**src/rtl/fld_pkg.sv**
```systemverilog
package fld_pkg;
  typedef enum logic {
    ST_HUNT = 1'b0,
    ST_LOCK = 1'b1
  } lock_st_e;
endpackage

```
**src/rtl/fld_bit_window.sv**
```systemverilog
module fld_bit_window #(
  parameter int DATA_W  = 10,
  parameter int FRAME_W = DATA_W + 2,
  parameter int PH_W    = $clog2(FRAME_W)
) (
  input  logic              clk_i,
  input  logic              rst_ni,
  input  logic              clr_i,
  input  logic              adv_i,
  input  logic              bit_i,
  output logic [PH_W-1:0]   ph_o,
  output logic              edge_o,
  output logic [DATA_W-1:0] cand_o
);
  localparam int SH_W = FRAME_W - 1;
  localparam logic [PH_W-1:0] PH_LAST = PH_W'(FRAME_W - 1);

  logic [SH_W-1:0] sh_q;
  logic [PH_W-1:0] ph_q;

  always_ff @(posedge clk_i or negedge rst_ni) begin
    if (!rst_ni) begin
      sh_q <= '0;
      ph_q <= '0;
    end else if (clr_i) begin
      sh_q <= '0;
      ph_q <= '0;
    end else if (adv_i) begin
      sh_q <= {sh_q[SH_W-2:0], bit_i};
      ph_q <= (ph_q == PH_LAST) ? '0 : ph_q + 1'b1;
    end
  end

  // boundary: previous bit low, incoming bit high
  assign edge_o = adv_i & ~sh_q[0] & bit_i;
  assign ph_o   = ph_q;

  // with the start bit arriving, sh_q[DATA_W] holds the first payload bit
  for (genvar i = 0; i < DATA_W; i++) begin : g_cand
    assign cand_o[i] = sh_q[DATA_W-i];
  end
endmodule

```
**src/rtl/fld_pos_track.sv**
```systemverilog
module fld_pos_track #(
  parameter int FRAME_W = 12,
  parameter int PH_W    = $clog2(FRAME_W),
  parameter int HIT_N   = 4,
  parameter int REP_N   = 2
) (
  input  logic            clk_i,
  input  logic            rst_ni,
  input  logic            clr_i,
  input  logic            adv_i,
  input  logic [PH_W-1:0] ph_i,
  input  logic            edge_i,
  output logic            qual_o,
  output logic            block_o
);
  localparam int CNT_W = $clog2(HIT_N);
  localparam logic [CNT_W-1:0] CNT_MAX = CNT_W'(HIT_N - 1);
  localparam logic [CNT_W-1:0] REP_MIN = CNT_W'(REP_N);

  logic [FRAME_W-1:0] qual_vec;
  logic [FRAME_W-1:0] rep_vec;

  for (genvar p = 0; p < FRAME_W; p++) begin : g_pos
    logic [CNT_W-1:0] cnt_q;
    logic             here;

    assign here = adv_i && (ph_i == PH_W'(p));

    // consecutive-frame edge count at this alignment, saturating
    always_ff @(posedge clk_i or negedge rst_ni) begin
      if (!rst_ni)      cnt_q <= '0;
      else if (clr_i)   cnt_q <= '0;
      else if (here)    cnt_q <= !edge_i ? '0 : (cnt_q == CNT_MAX) ? cnt_q : cnt_q + 1'b1;
    end

    assign qual_vec[p] = here && edge_i && (cnt_q == CNT_MAX);
    assign rep_vec[p]  = (ph_i != PH_W'(p)) && (cnt_q >= REP_MIN);
  end

  assign qual_o  = |qual_vec;
  assign block_o = |rep_vec;
endmodule

```
**src/rtl/fld_lock_ctrl.sv**
```systemverilog
module fld_lock_ctrl
  import fld_pkg::*;
#(
  parameter int DATA_W = 10,
  parameter int PH_W   = 4,
  parameter int MISS_N = 4
) (
  input  logic              clk_i,
  input  logic              rst_ni,
  input  logic              clr_i,
  input  logic              adv_i,
  input  logic [PH_W-1:0]   ph_i,
  input  logic              edge_i,
  input  logic              qual_i,
  input  logic              block_i,
  input  logic [DATA_W-1:0] cand_i,
  output logic              locked_o,
  output logic [DATA_W-1:0] word_o,
  output logic              stb_o
);
  localparam int MISS_W = $clog2(MISS_N);
  localparam logic [MISS_W-1:0] MISS_LAST = MISS_W'(MISS_N - 1);

  lock_st_e          st_q;
  logic [PH_W-1:0]   pos_q;
  logic [MISS_W-1:0] miss_q;
  logic [DATA_W-1:0] word_q;
  logic              stb_q;
  logic              visit;

  assign visit = adv_i && (ph_i == pos_q);

  always_ff @(posedge clk_i or negedge rst_ni) begin
    if (!rst_ni) begin
      st_q   <= ST_HUNT;
      pos_q  <= '0;
      miss_q <= '0;
      word_q <= '0;
      stb_q  <= 1'b0;
    end else if (clr_i) begin
      st_q   <= ST_HUNT;
      pos_q  <= '0;
      miss_q <= '0;
      word_q <= '0;
      stb_q  <= 1'b0;
    end else begin
      stb_q <= 1'b0;
      unique case (st_q)
        ST_HUNT: begin
          if (qual_i && !block_i) begin
            st_q   <= ST_LOCK;
            pos_q  <= ph_i;
            miss_q <= '0;
            word_q <= cand_i;
            stb_q  <= 1'b1;
          end
        end
        ST_LOCK: begin
          if (visit) begin
            if (edge_i) begin
              miss_q <= '0;
              word_q <= cand_i;
              stb_q  <= 1'b1;
            end else if (miss_q == MISS_LAST) begin
              st_q   <= ST_HUNT;
              miss_q <= '0;
            end else begin
              miss_q <= miss_q + 1'b1;
            end
          end
        end
        default: st_q <= ST_HUNT;
      endcase
    end
  end

  assign locked_o = (st_q == ST_LOCK);
  assign word_o   = word_q;
  assign stb_o    = stb_q;


  rmt_block_chk: assert property (@(posedge clk_i) disable iff (!rst_ni)
    (st_q == ST_HUNT && block_i) |=> (st_q == ST_HUNT));


  hold_after_hit_chk: assert property (@(posedge clk_i) disable iff (!rst_ni)
    (st_q == ST_LOCK && visit && edge_i && !clr_i) |=> (st_q == ST_LOCK && stb_q));


  idle_hold_chk: assert property (@(posedge clk_i) disable iff (!rst_ni)
    (!adv_i && !clr_i) |=> ($stable(st_q) && $stable(word_q)));


  strobe_single_chk: assert property (@(posedge clk_i) disable iff (!rst_ni)
    stb_q |=> !stb_q);
endmodule

```
**src/rtl/frame_lock_detector.sv**
```systemverilog
module frame_lock_detector #(
  parameter int DATA_W = 10,
  parameter int HIT_N  = 4,
  parameter int MISS_N = 4,
  parameter int REP_N  = 2
) (
  input  logic              clk_i,
  input  logic              rst_ni,
  input  logic              pwr_up_i,
  input  logic              rx_en_i,
  input  logic              bit_en_i,
  input  logic              bit_i,
  output logic              lock_no_o,
  output logic [DATA_W-1:0] word_o,
  output logic              word_vld_o,
  output logic              out_en_o
);
  localparam int FRAME_W = DATA_W + 2;
  localparam int PH_W    = $clog2(FRAME_W);

  logic              adv, clr;
  logic [PH_W-1:0]   ph;
  logic              edge_hit, qual, block;
  logic [DATA_W-1:0] cand, word_int;
  logic              locked, stb;

  assign clr = ~pwr_up_i;
  assign adv = bit_en_i & pwr_up_i;

  fld_bit_window #(
    .DATA_W (DATA_W),
    .FRAME_W(FRAME_W),
    .PH_W   (PH_W)
  ) u_win (
    .clk_i (clk_i),
    .rst_ni(rst_ni),
    .clr_i (clr),
    .adv_i (adv),
    .bit_i (bit_i),
    .ph_o  (ph),
    .edge_o(edge_hit),
    .cand_o(cand)
  );

  fld_pos_track #(
    .FRAME_W(FRAME_W),
    .PH_W   (PH_W),
    .HIT_N  (HIT_N),
    .REP_N  (REP_N)
  ) u_track (
    .clk_i  (clk_i),
    .rst_ni (rst_ni),
    .clr_i  (clr),
    .adv_i  (adv),
    .ph_i   (ph),
    .edge_i (edge_hit),
    .qual_o (qual),
    .block_o(block)
  );

  fld_lock_ctrl #(
    .DATA_W(DATA_W),
    .PH_W  (PH_W),
    .MISS_N(MISS_N)
  ) u_lock (
    .clk_i   (clk_i),
    .rst_ni  (rst_ni),
    .clr_i   (clr),
    .adv_i   (adv),
    .ph_i    (ph),
    .edge_i  (edge_hit),
    .qual_i  (qual),
    .block_i (block),
    .cand_i  (cand),
    .locked_o(locked),
    .word_o  (word_int),
    .stb_o   (stb)
  );

  assign lock_no_o  = ~(locked & pwr_up_i);
  assign out_en_o   = locked & pwr_up_i & rx_en_i;
  assign word_vld_o = stb & out_en_o;
  assign word_o     = out_en_o ? word_int : '0;


  pwr_clear_chk: assert property (@(posedge clk_i) disable iff (!rst_ni)
    (!pwr_up_i ##1 pwr_up_i) |-> lock_no_o);


  vld_gate_chk: assert property (@(posedge clk_i) disable iff (!rst_ni)
    word_vld_o |-> (!lock_no_o && rx_en_i));


  word_zero_chk: assert property (@(posedge clk_i) disable iff (!rst_ni)
    (!rx_en_i || lock_no_o) |-> (word_o == '0));
endmodule

```
**config.mk**
```make
export PLATFORM = sky130hd
export DESIGN_NAME = frame_lock_detector
export DESIGN_NICKNAME = d
export VERILOG_FILES = /design/src/rtl/fld_pkg.sv /design/src/rtl/fld_bit_window.sv /design/src/rtl/fld_pos_track.sv /design/src/rtl/fld_lock_ctrl.sv /design/src/rtl/frame_lock_detector.sv
export SDC_FILE = /design/constraint.sdc
export NUM_CORES = 1
export LEC_CHECK = 0
export CORE_MARGIN = 1.5
export CORE_UTILIZATION = 50
export DETAILED_ROUTE_END_ITERATION = 8
export HOLD_SLACK_MARGIN = 0.12
export PLACE_DENSITY = 0.71
export SKIP_LAST_GASP = 1
export SLEW_MARGIN = 0
export SYNTH_ARGS = -nofsm -noshare
export SYNTH_HDL_FRONTEND = slang
export SYNTH_SLANG_ARGS = --single-unit
```
**constraint.sdc**
```tcl
create_clock -name clk_i -period 4.7 [get_ports clk_i]
set_clock_uncertainty 0.15 [all_clocks]
set_input_delay 1.175 -clock clk_i [delete_from_list [all_inputs] [get_ports clk_i]]
set_output_delay 1.175 -clock clk_i [all_outputs]
set_load 0.02 [all_outputs]
```
## Word-level counts from Yosys, hierarchy flattened

Index checks and enable logic that the tools add are counted.

| cells by class | value |
|---|---|
| multiplexer cells | 78 |
| bitwise gates (word level) | 9 |
| magnitude comparators | 12 |
| equal/unequal tests | 66 |
| $add $sub $neg | 14 |
| reductions and logical operators | 70 |

Operators by type and width:

| kind | number |
|---|---|
| 2-bit 2-to-1 mux | 53 |
| 1-bit logical AND | 50 |
| 10-bit 2-to-1 mux | 5 |
| 3-bit != test (second input constant) | 14 |
| 2-bit by 1-bit != test with 1-bit output (second input constant) | 14 |
| 2-bit AND reduction | 14 |
| 2-bit by 1-bit adder with 2-bit output (second input constant) | 13 |
| 2-bit equality test (second input constant) | 13 |
| 2-bit greater-or-equal comparator (second input constant) | 12 |
| 4-bit 2-to-1 mux | 6 |
| 12-bit OR reduction | 2 |
| 11-bit 2-to-1 mux | 2 |
| 10-bit case mux with 2 select lines | 1 |
| 4-bit by 3-bit equality test with 1-bit output (second input constant) | 4 |
| 4-bit equality test (second input constant) | 4 |
| 4-bit by 3-bit != test with 1-bit output (second input constant) | 4 |
| 4-bit != test (second input constant) | 4 |
| 4-bit by 2-bit equality test with 1-bit output (second input constant) | 2 |
| 1-bit 2-to-1 mux | 8 |
| 4-bit by 2-bit != test with 1-bit output (second input constant) | 2 |
| 1-bit bitwise AND | 6 |
| 4-bit by 1-bit adder with 4-bit output (second input constant) | 1 |
| 4-bit by 1-bit equality test with 1-bit output (second input constant) | 1 |
| 4-bit equality test | 1 |
| 10 further kinds | 13 |

| word-level totals | value |
|---|---|
| input bits | 6 |
| register bits | 57 |
| output and inout bits | 13 |
| logic and storage cells | 268 |

## Longest topological paths before layout

Gate-level depths: netlist of the first run.

| depth | value |
|---|---|
| depth after elaboration | 10 |
| mapped depth | 10 |
| depth with buffers taken out | 7 |

## Modules after synthesis

Synthesis of the first run repeated with hierarchy kept, for this count alone.

| second synthesis, totals | value |
|---|---|
| cell total of the unflattened synthesis | 410 |
| area total of the unflattened synthesis | 3,863.7 µm² |

By module, submodules not included:

| module | times used | cells each | area each (µm²) |
|---|---|---|---|
| fld_pos_track | 1 | 239 | 2,028.2 |
| fld_lock_ctrl | 1 | 84 | 944.7 |
| fld_bit_window | 1 | 69 | 744.5 |
| frame_lock_detector | 1 | 18 | 146.4 |

## Least setup slack after synthesis of the first run

Ideal clock, no wire load.

| timing | value |
|---|---|
| path kind | input to output |
| start point | input rx_en_i |
| end point | output word_o[0] |
| stages | 3 |
| data required time | 3.375 ns |
| setup slack | 1.409 ns |
| data arrival time | 1.966 ns |
| path buffers | 1 |
| cells stage by stage | and3_1 -> clkbuf_1 -> and2_1 |

| on the way | value |
|---|---|
| word-level cells in the longest chain between the ends | 2 |

RTL lines:

| element | RTL line | RTL |
|---|---|---|
| from (decl) | frame_lock_detector.sv:10 | `input logic rx_en_i,` |
| 1-bit bitwise AND | frame_lock_detector.sv:81 | `assign out_en_o = locked & pwr_up_i & rx_en_i;` |
| net out_en_o | frame_lock_detector.sv:16 | `output logic out_en_o` |
| 10-bit 2-to-1 mux | frame_lock_detector.sv:83 | `assign word_o = out_en_o ? word_int : '0;` |
| to (decl) | frame_lock_detector.sv:14 | `output logic [DATA_W-1:0] word_o,` |

The timed path passes the listed nets, and every way through them passes these cells.

## Worst setup path after layout of the first run

| timing | value |
|---|---|
| start point | input pwr_up_i |
| end point | output word_o[0] |

| on the way | value |
|---|---|
| word-level cells in the longest chain between the ends | 3 |

RTL lines:

| element | RTL line | RTL |
|---|---|---|
| from (decl) | frame_lock_detector.sv:9 | `input logic pwr_up_i,` |
| 1-bit bitwise AND (2 in a row) | frame_lock_detector.sv:81 |  |
| 10-bit 2-to-1 mux | frame_lock_detector.sv:83 |  |

Every way passes these cells.

==> results of run 1 <==
==> power groups by stage <==
stage          Clock (W)  Sequential [W]  Combinational [W]
6_report        0.000470        0.000504          0.0000769
5_1_grt         0.000507        0.000504          0.0000870
4_1_cts         0.000479        0.000504          0.0000779
3_5_place_dp           0        0.000513          0.0000774
3_3_place_gp           0        0.000513          0.0000761
2_1_floorplan          0        0.000510          0.0000489
==> synth_stat cells, drive strengths merged, types with 4 or more instances <==
master,count
and2,14
xnor2,4
nor3,5
o21ai,29
a21o,5
clkbuf,10
nand4,8
nand3b,6
nor4,4
a21oi,16
ha,29
o22ai,4
or2,4
and3b,4
dfrtp,57
nor2,27
mux2i,23
nand2,43
o21a,4
buf,13
nor3b,6
o31ai,5
inv,26
nand3,15
==> metal layers <==
metal	up-vias	wire [µm]	global-route usage [%]
met3	16	321	4.05
li1	1424	-	-
met2	61	3470	33.2
met5	-	0	0
met4	0	102	6.82
met1	1398	3690	30.3
==> sequential cells by signal (all words and copies together) (netlist names) <==
| name | cells |
|---|---|
| u_win.sh_q | 11 |
| u_lock.pos_q | 4 |
| u_win.ph_o | 4 |
| u_lock.miss_q | 2 |
| u_lock.word_o | 10 |
| u_lock.locked_o | 1 |
| u_lock.stb_o | 1 |
| u_track.g_pos.cnt_q | 24 |
==> area by class of cell <==
cell class / count / share of cell area, %
clock buffer: 10 / 3.40
clock inverter: 6 / 1.67
inverter: 27 / 2.50
multi-input combinational: 291 / 48.8
sequential: 57 / 35.3
tap: 96 / 2.97
timing repair buffer: 24 / 5.44
==> cell families (layout without fill, tap and decap cells) <==
kind of cell | count (synthesis) | in the layout
buffers and inverters | 50 | 67
multiplexers | 23 | 23
flip-flops | 57 | 57
AO/OA/AOI/OAI | 80 | 80
adder cells (fa/ha/maj) | 29 | 29
XOR/XNOR | 4 | 4
AND/OR/NAND/NOR | 155 | 155
==> how the worst max path moves through the flow <==
| stage | startpoint | to | cells after the start |
|---|---|---|---|
| 3_5_place_dp | pwr_up_i | word_o[9] | 4 |
| 6_report | pwr_up_i | word_o[0] | 4 |
| 4_1_cts | pwr_up_i | word_o[0] | 4 |
| 5_1_grt | pwr_up_i | word_o[2] | 4 |
| 3_3_place_gp | pwr_up_i | word_o[0] | 4 |
| 2_1_floorplan | rx_en_i | word_o[0] | 3 |
==> per-stage QoR <==
stage	cells	total power, W	worst slack, ns
after floorplan	398	0.000559	1.41
after global placement	495	0.000589	0.620
after detailed placement	495	0.000590	0.597
after CTS	511	0.00106	0.588
after global routing	511	0.00110	0.521
final	511	0.00105	0.579
==> impl_metrics.ini, run 1 <==
[cts]
path_clk_slew_ns = 0.06
cts_sinks = 57
cts_tree = yes
root_buffer = clkbuf_8
hold_buffers = 0
post_cts.repair.setup_buffers = 0
clock_latency_ns = 0.34
cts_resized = 0
h-tree-depth = 3
cts_buffers = 9
clockBufferDepth = 2

[worst_setup_path]
max_stage_delay_ns = 0.60
worst_setup_path_end_kind = primary output
cp_max_fo = 12
worstSetupPathType = in -> out
r2r_start = u_win.ph_o[0]
r2r_slack_ns = 1.25
timing.rr.end = u_lock.word_o[4]
cp-start-kind = primary input
cp_data_arrival_time_ns = 2.80
path_delay_family = buffers and inverters
slowest_stage = clkdlybuf4s50_1
path_common_cell = clkdlybuf4s50_1
path_buf_inv = 2
crit_chain = clkdlybuf4s50_1, and3_1, and2_1, clkdlybuf4s50_1
worst_r2r_path_depth = 7
required_ns = 3.38

[final_layout]
multi_input_area_um2 = 1970
area_growth_pct = 11.6
layout.nets = 445
fill_cells = 639
fin_util_pct = 58.6
layout-drive-gt1-share_pct = 7.71
seq_area_um2 = 1430
mostFrequentLayoutCells = dfrtp_1 (57), nand2_1 (43), ha_1 (29)
final_common_cell = dfrtp_1
antenna_cells = 0
design_area_um2 = 4050

[routing]
first_pass_iters = 5
drt_iter0_markers = 245
wl_um = 7590
postRouteAntennaNets = 0
vias = 2899
drc = 0
avgRoutedWirePerCell_um = 14.8
viasPerCell = 5.67

[sta]
tightest_slew_ns = 0.830
slew_violations = 0
slew_headroom_pct = 44.7
fmax_ghz = 0.243
hold_violations = 0
rsz0062_at_grt = false
setup_tns_ns = 0
setup_viol = 0
timing.final.crit_share_pct = 87.7
fin_crit_ns = 4.12
timing.hold.ws_ns = 0.355

[power_and_ir_drop]
power_frac_comb_pct = 7.3
internal_power_w = 0.000781
power.switching_w = 0.000270
p_sw_share_pct = 25.7
clkPwrFrac_pct = 44.7
p_per_area_nw_per_um2 = 260
irDropWorstVdd_uv = 170
p_seq_share_pct = 47.9
power.static_leakage_nw = 1.80

[synthesis]
synth_xor_area_share_pct = 0.967
netlist_area_um2 = 3620
async_flop_share_pct = 100
yosys_most_used_dff = dfrtp_1
synth_compound_area_share_pct = 13.8
synthTopCellsByArea = dfrtp_1 (39%), ha_1 (10%), mux2i_1 (6.4%), nand2_1 (4.5%), o21ai_0 (3.9%)
yosys.area_share.adder_pct = 10.0
ys_seq_elements = 57
synth_edf_count = 0
muxShareOfSynthArea_pct = 6.35
yosysTopAreaCell = dfrtp_1
avgSynthCellArea_um2 = 9.11
yosys.area_share.simple_pct = 23.3
syn-instance-count = 398
ys_types = 49
yosysWarnings = 0
yosysSeqAreaShare_pct = 39.4
synth_top_family_by_area = simple AND/OR/NAND/NOR gates
synth_top_area_share_pct = 39.4
syn-num-nets = 433

[grt]
grt_antenna_before_repair = 0
track_usage_pct = 21.4
grt_max_degree = 36
grt_pass1_vias = 2693
grt_pass1_wl_um = 12900
grt-ovfl-total = 0

[run]
drv_cap = 0

[floorplan]
ioPinCount = 19
placementRows = 30
die_x_um = 88.1
fp.dieH_um = 88.1
start_util_pct = 52.5
coreArea_um2 = 6910
die_area_um2 = 7770

[placed_design]
routabilityCongestion = 0.915
io_buffers = 18
postPlaceCellArea_um2 = 3840
dpl.hpwl_um = 5320

[run_status]
outcome = finished, final reports clean

[min_path]
hold_start = u_track.g_pos[0].cnt_q[0]
hold_path_class = reg -> reg
worstHoldPathCells = 1
min_to = u_track.g_pos[0].cnt_q[0]
Power figures use the tool's default switching activity.
==> run 2, diff against run 1 <==
--- a/config.mk
+++ b/config.mk
@@ -7,7 +7,9 @@
 export LEC_CHECK = 0
 export CORE_MARGIN = 1.5
 export CORE_UTILIZATION = 50
+export CTS_BUF_LIST = sky130_fd_sc_hd__clkbuf_2 sky130_fd_sc_hd__clkbuf_4 sky130_fd_sc_hd__clkbuf_8
 export DETAILED_ROUTE_END_ITERATION = 8
+export GPL_TIMING_DRIVEN = 0
 export HOLD_SLACK_MARGIN = 0.12
 export PLACE_DENSITY = 0.71
 export SKIP_LAST_GASP = 1
==> run 2 against run 1 <==
Critical path type unchanged. Fmax fell by 9.7%. Largest cell class unchanged. Clock power rose by 3%. Sequential share of layout area fell by 0.77 points. Worst setup slack got worse by 0.44 ns. First-iteration DRC count fell by 2.0%. Worst hold slack improved by 0.0061 ns. Final area rose by 2.2%. Critical path depth rose by 1. Die area did not move. Combinational power rose by 9.2%. Global-route usage rose by 3.3 points.
==> impl_metrics.ini, run 2 (synthesized netlist as in run 1, its figures left out) <==
[routing]
avgRoutedWirePerCell_um = 16.5
vias = 3049
drt_iter0_markers = 240
drc = 0
wl_um = 8710
first_pass_iters = 5
postRouteAntennaNets = 0
viasPerCell = 5.77

[placed_design]
routabilityCongestion = 0.939
dpl.hpwl_um = 6180
io_buffers = 17
place_ws_ns = -0.0803

[cts]
root_buffer = clkbuf_8
hold_buffers = 0
clockBufferDepth = 2
cts_sinks = 57
cts_buffers = 9
post_cts.repair.setup_buffers = 0
path_clk_slew_ns = 0.07
h-tree-depth = 3
cts_tree = yes
clock_latency_ns = 0.35

[floorplan]
die_area_um2 = 7770
ioPinCount = 19
start_util_pct = 52.5
coreArea_um2 = 6910
placementRows = 30
die_x_um = 88.1
fp.dieH_um = 88.1

[final_layout]
multi_input_area_um2 = 1970
fin_util_pct = 59.9
final_common_cell = dfrtp_1
mostFrequentLayoutCells = dfrtp_1 (57), nand2_1 (43), ha_1 (29)
largest_reg_flops = 24
layout.nets = 462
layout-drive-gt1-share_pct = 8.33
fill_cells = 606
top_register = u_track.g_pos.cnt_q
seq_area_um2 = 1430
area_growth_pct = 14.1
antenna_cells = 0

[sta]
timing.final.crit_share_pct = 97.1
fin_crit_ns = 4.57
setup_viol = 0
slew_headroom_pct = 53.8
hold_violations = 0
rsz0062_at_grt = false
slew_violations = 0
fmax_ghz = 0.219
tightest_slew_ns = 0.693
timing.hold.ws_ns = 0.362
setup_slack_ns = 0.135

[grt]
track_usage_pct = 24.7
grt_max_degree = 31
grt_antenna_before_repair = 0
grt-ovfl-total = 0
grt_pass1_wl_um = 14600
grt_pass1_vias = 2976

[power_and_ir_drop]
p_per_area_nw_per_um2 = 258
power.static_leakage_nw = 1.84
irDropWorstVdd_uv = 163

[worst_setup_path]
cp_data_arrival_time_ns = 3.24
worstSetupPathType = in -> out
slowest_stage = clkdlybuf4s50_1
path_buf_inv = 4
path_common_cell = clkdlybuf4s50_1
path_delay_family = buffers and inverters
required_ns = 3.38
crit_chain = clkdlybuf4s50_1, clkbuf_1, buf_2, nand2_1, clkdlybuf4s50_1
worst_setup_path_end_kind = primary output
max_stage_delay_ns = 0.62
cp_max_fo = 10
cp-start-kind = primary input

[min_path]
hold_path_class = reg -> reg

[run]
drv_cap = 0

[run_status]
outcome = finished, final reports clean
## run 2: changes by cell type in the layout (fill, tap and decap cells not counted), sizes merged
cell	previous run	this run
clkbuf	10	20
buf	7	15
clkdlybuf4s50	17	16
## run 2: final timing paths
kind	startpoint	to	slack, ns	cells after the start
max reg2reg	u_win.ph_o[1]	u_lock.pos_q[0]	1.56	8
max	pwr_up_i	lock_no_o	0.13	5
min	u_track.g_pos[6].cnt_q[0]	u_track.g_pos[6].cnt_q[0]	0.36	1
min in group asynchronous	rst_ni	u_track.g_pos[8].cnt_q[1]	0.69	1
max in group asynchronous	rst_ni	u_win.sh_q[0]	3.11	2
min reg2reg	u_track.g_pos[6].cnt_q[0]	u_track.g_pos[6].cnt_q[0]	0.36	1
## run 2: per-stage QoR
stage / TNS [ns] / power [W] / instance area (µm²) / instances
after floorplan: 0 / 0.000559 / 3620 / 398
after global routing: 0 / 0.00111 / 4140 / 528
after global placement: -0.104 / 0.000592 / 3920 / 511
after CTS: 0 / 0.00107 / 4140 / 528
after detailed placement: -0.0803 / 0.000596 / 3930 / 512
final: 0 / 0.00107 / 4140 / 528
## run 2: power by group
| part | internal [W] | total [W] | leakage [nW] | switching, W |
|---|---|---|---|---|
| sequential | 0.000496 | 0.000503 | 0.792 | 0.00000687 |
| clock | 0.000260 | 0.000482 | 0.0985 | 0.000223 |
| combinational | 0.0000257 | 0.0000840 | 0.954 | 0.0000583 |
## run 2: layout make-up
type / instances / share of cell area (%)
Multi-Input combinational cell: 291 / 47.7
Clock inverter: 6 / 1.63
Clock buffer: 10 / 3.33
Tap cell: 96 / 2.90
Inverter: 27 / 2.45
Timing Repair Buffer: 18 / 4.48
Sequential cell: 57 / 34.5
Buffer: 23 / 3.02
## run 2: per-layer routing
| layer | part of all wire, % | track usage (%) | vias up |
|---|---|---|---|
| met5 | 0 | 0 | - |
| met4 | 1.8 | 8.24 | 0 |
| met3 | 5.2 | 5.66 | 14 |
| met2 | 47 | 39.2 | 88 |
| met1 | 46 | 33.3 | 1486 |
| li1 | - | - | 1461 |
## run 2: what timing repair did
action	CTS	global route
gates resized for setup	1	0
hold endpoints to repair	0	0
endpoints found under the setup margin	1	0
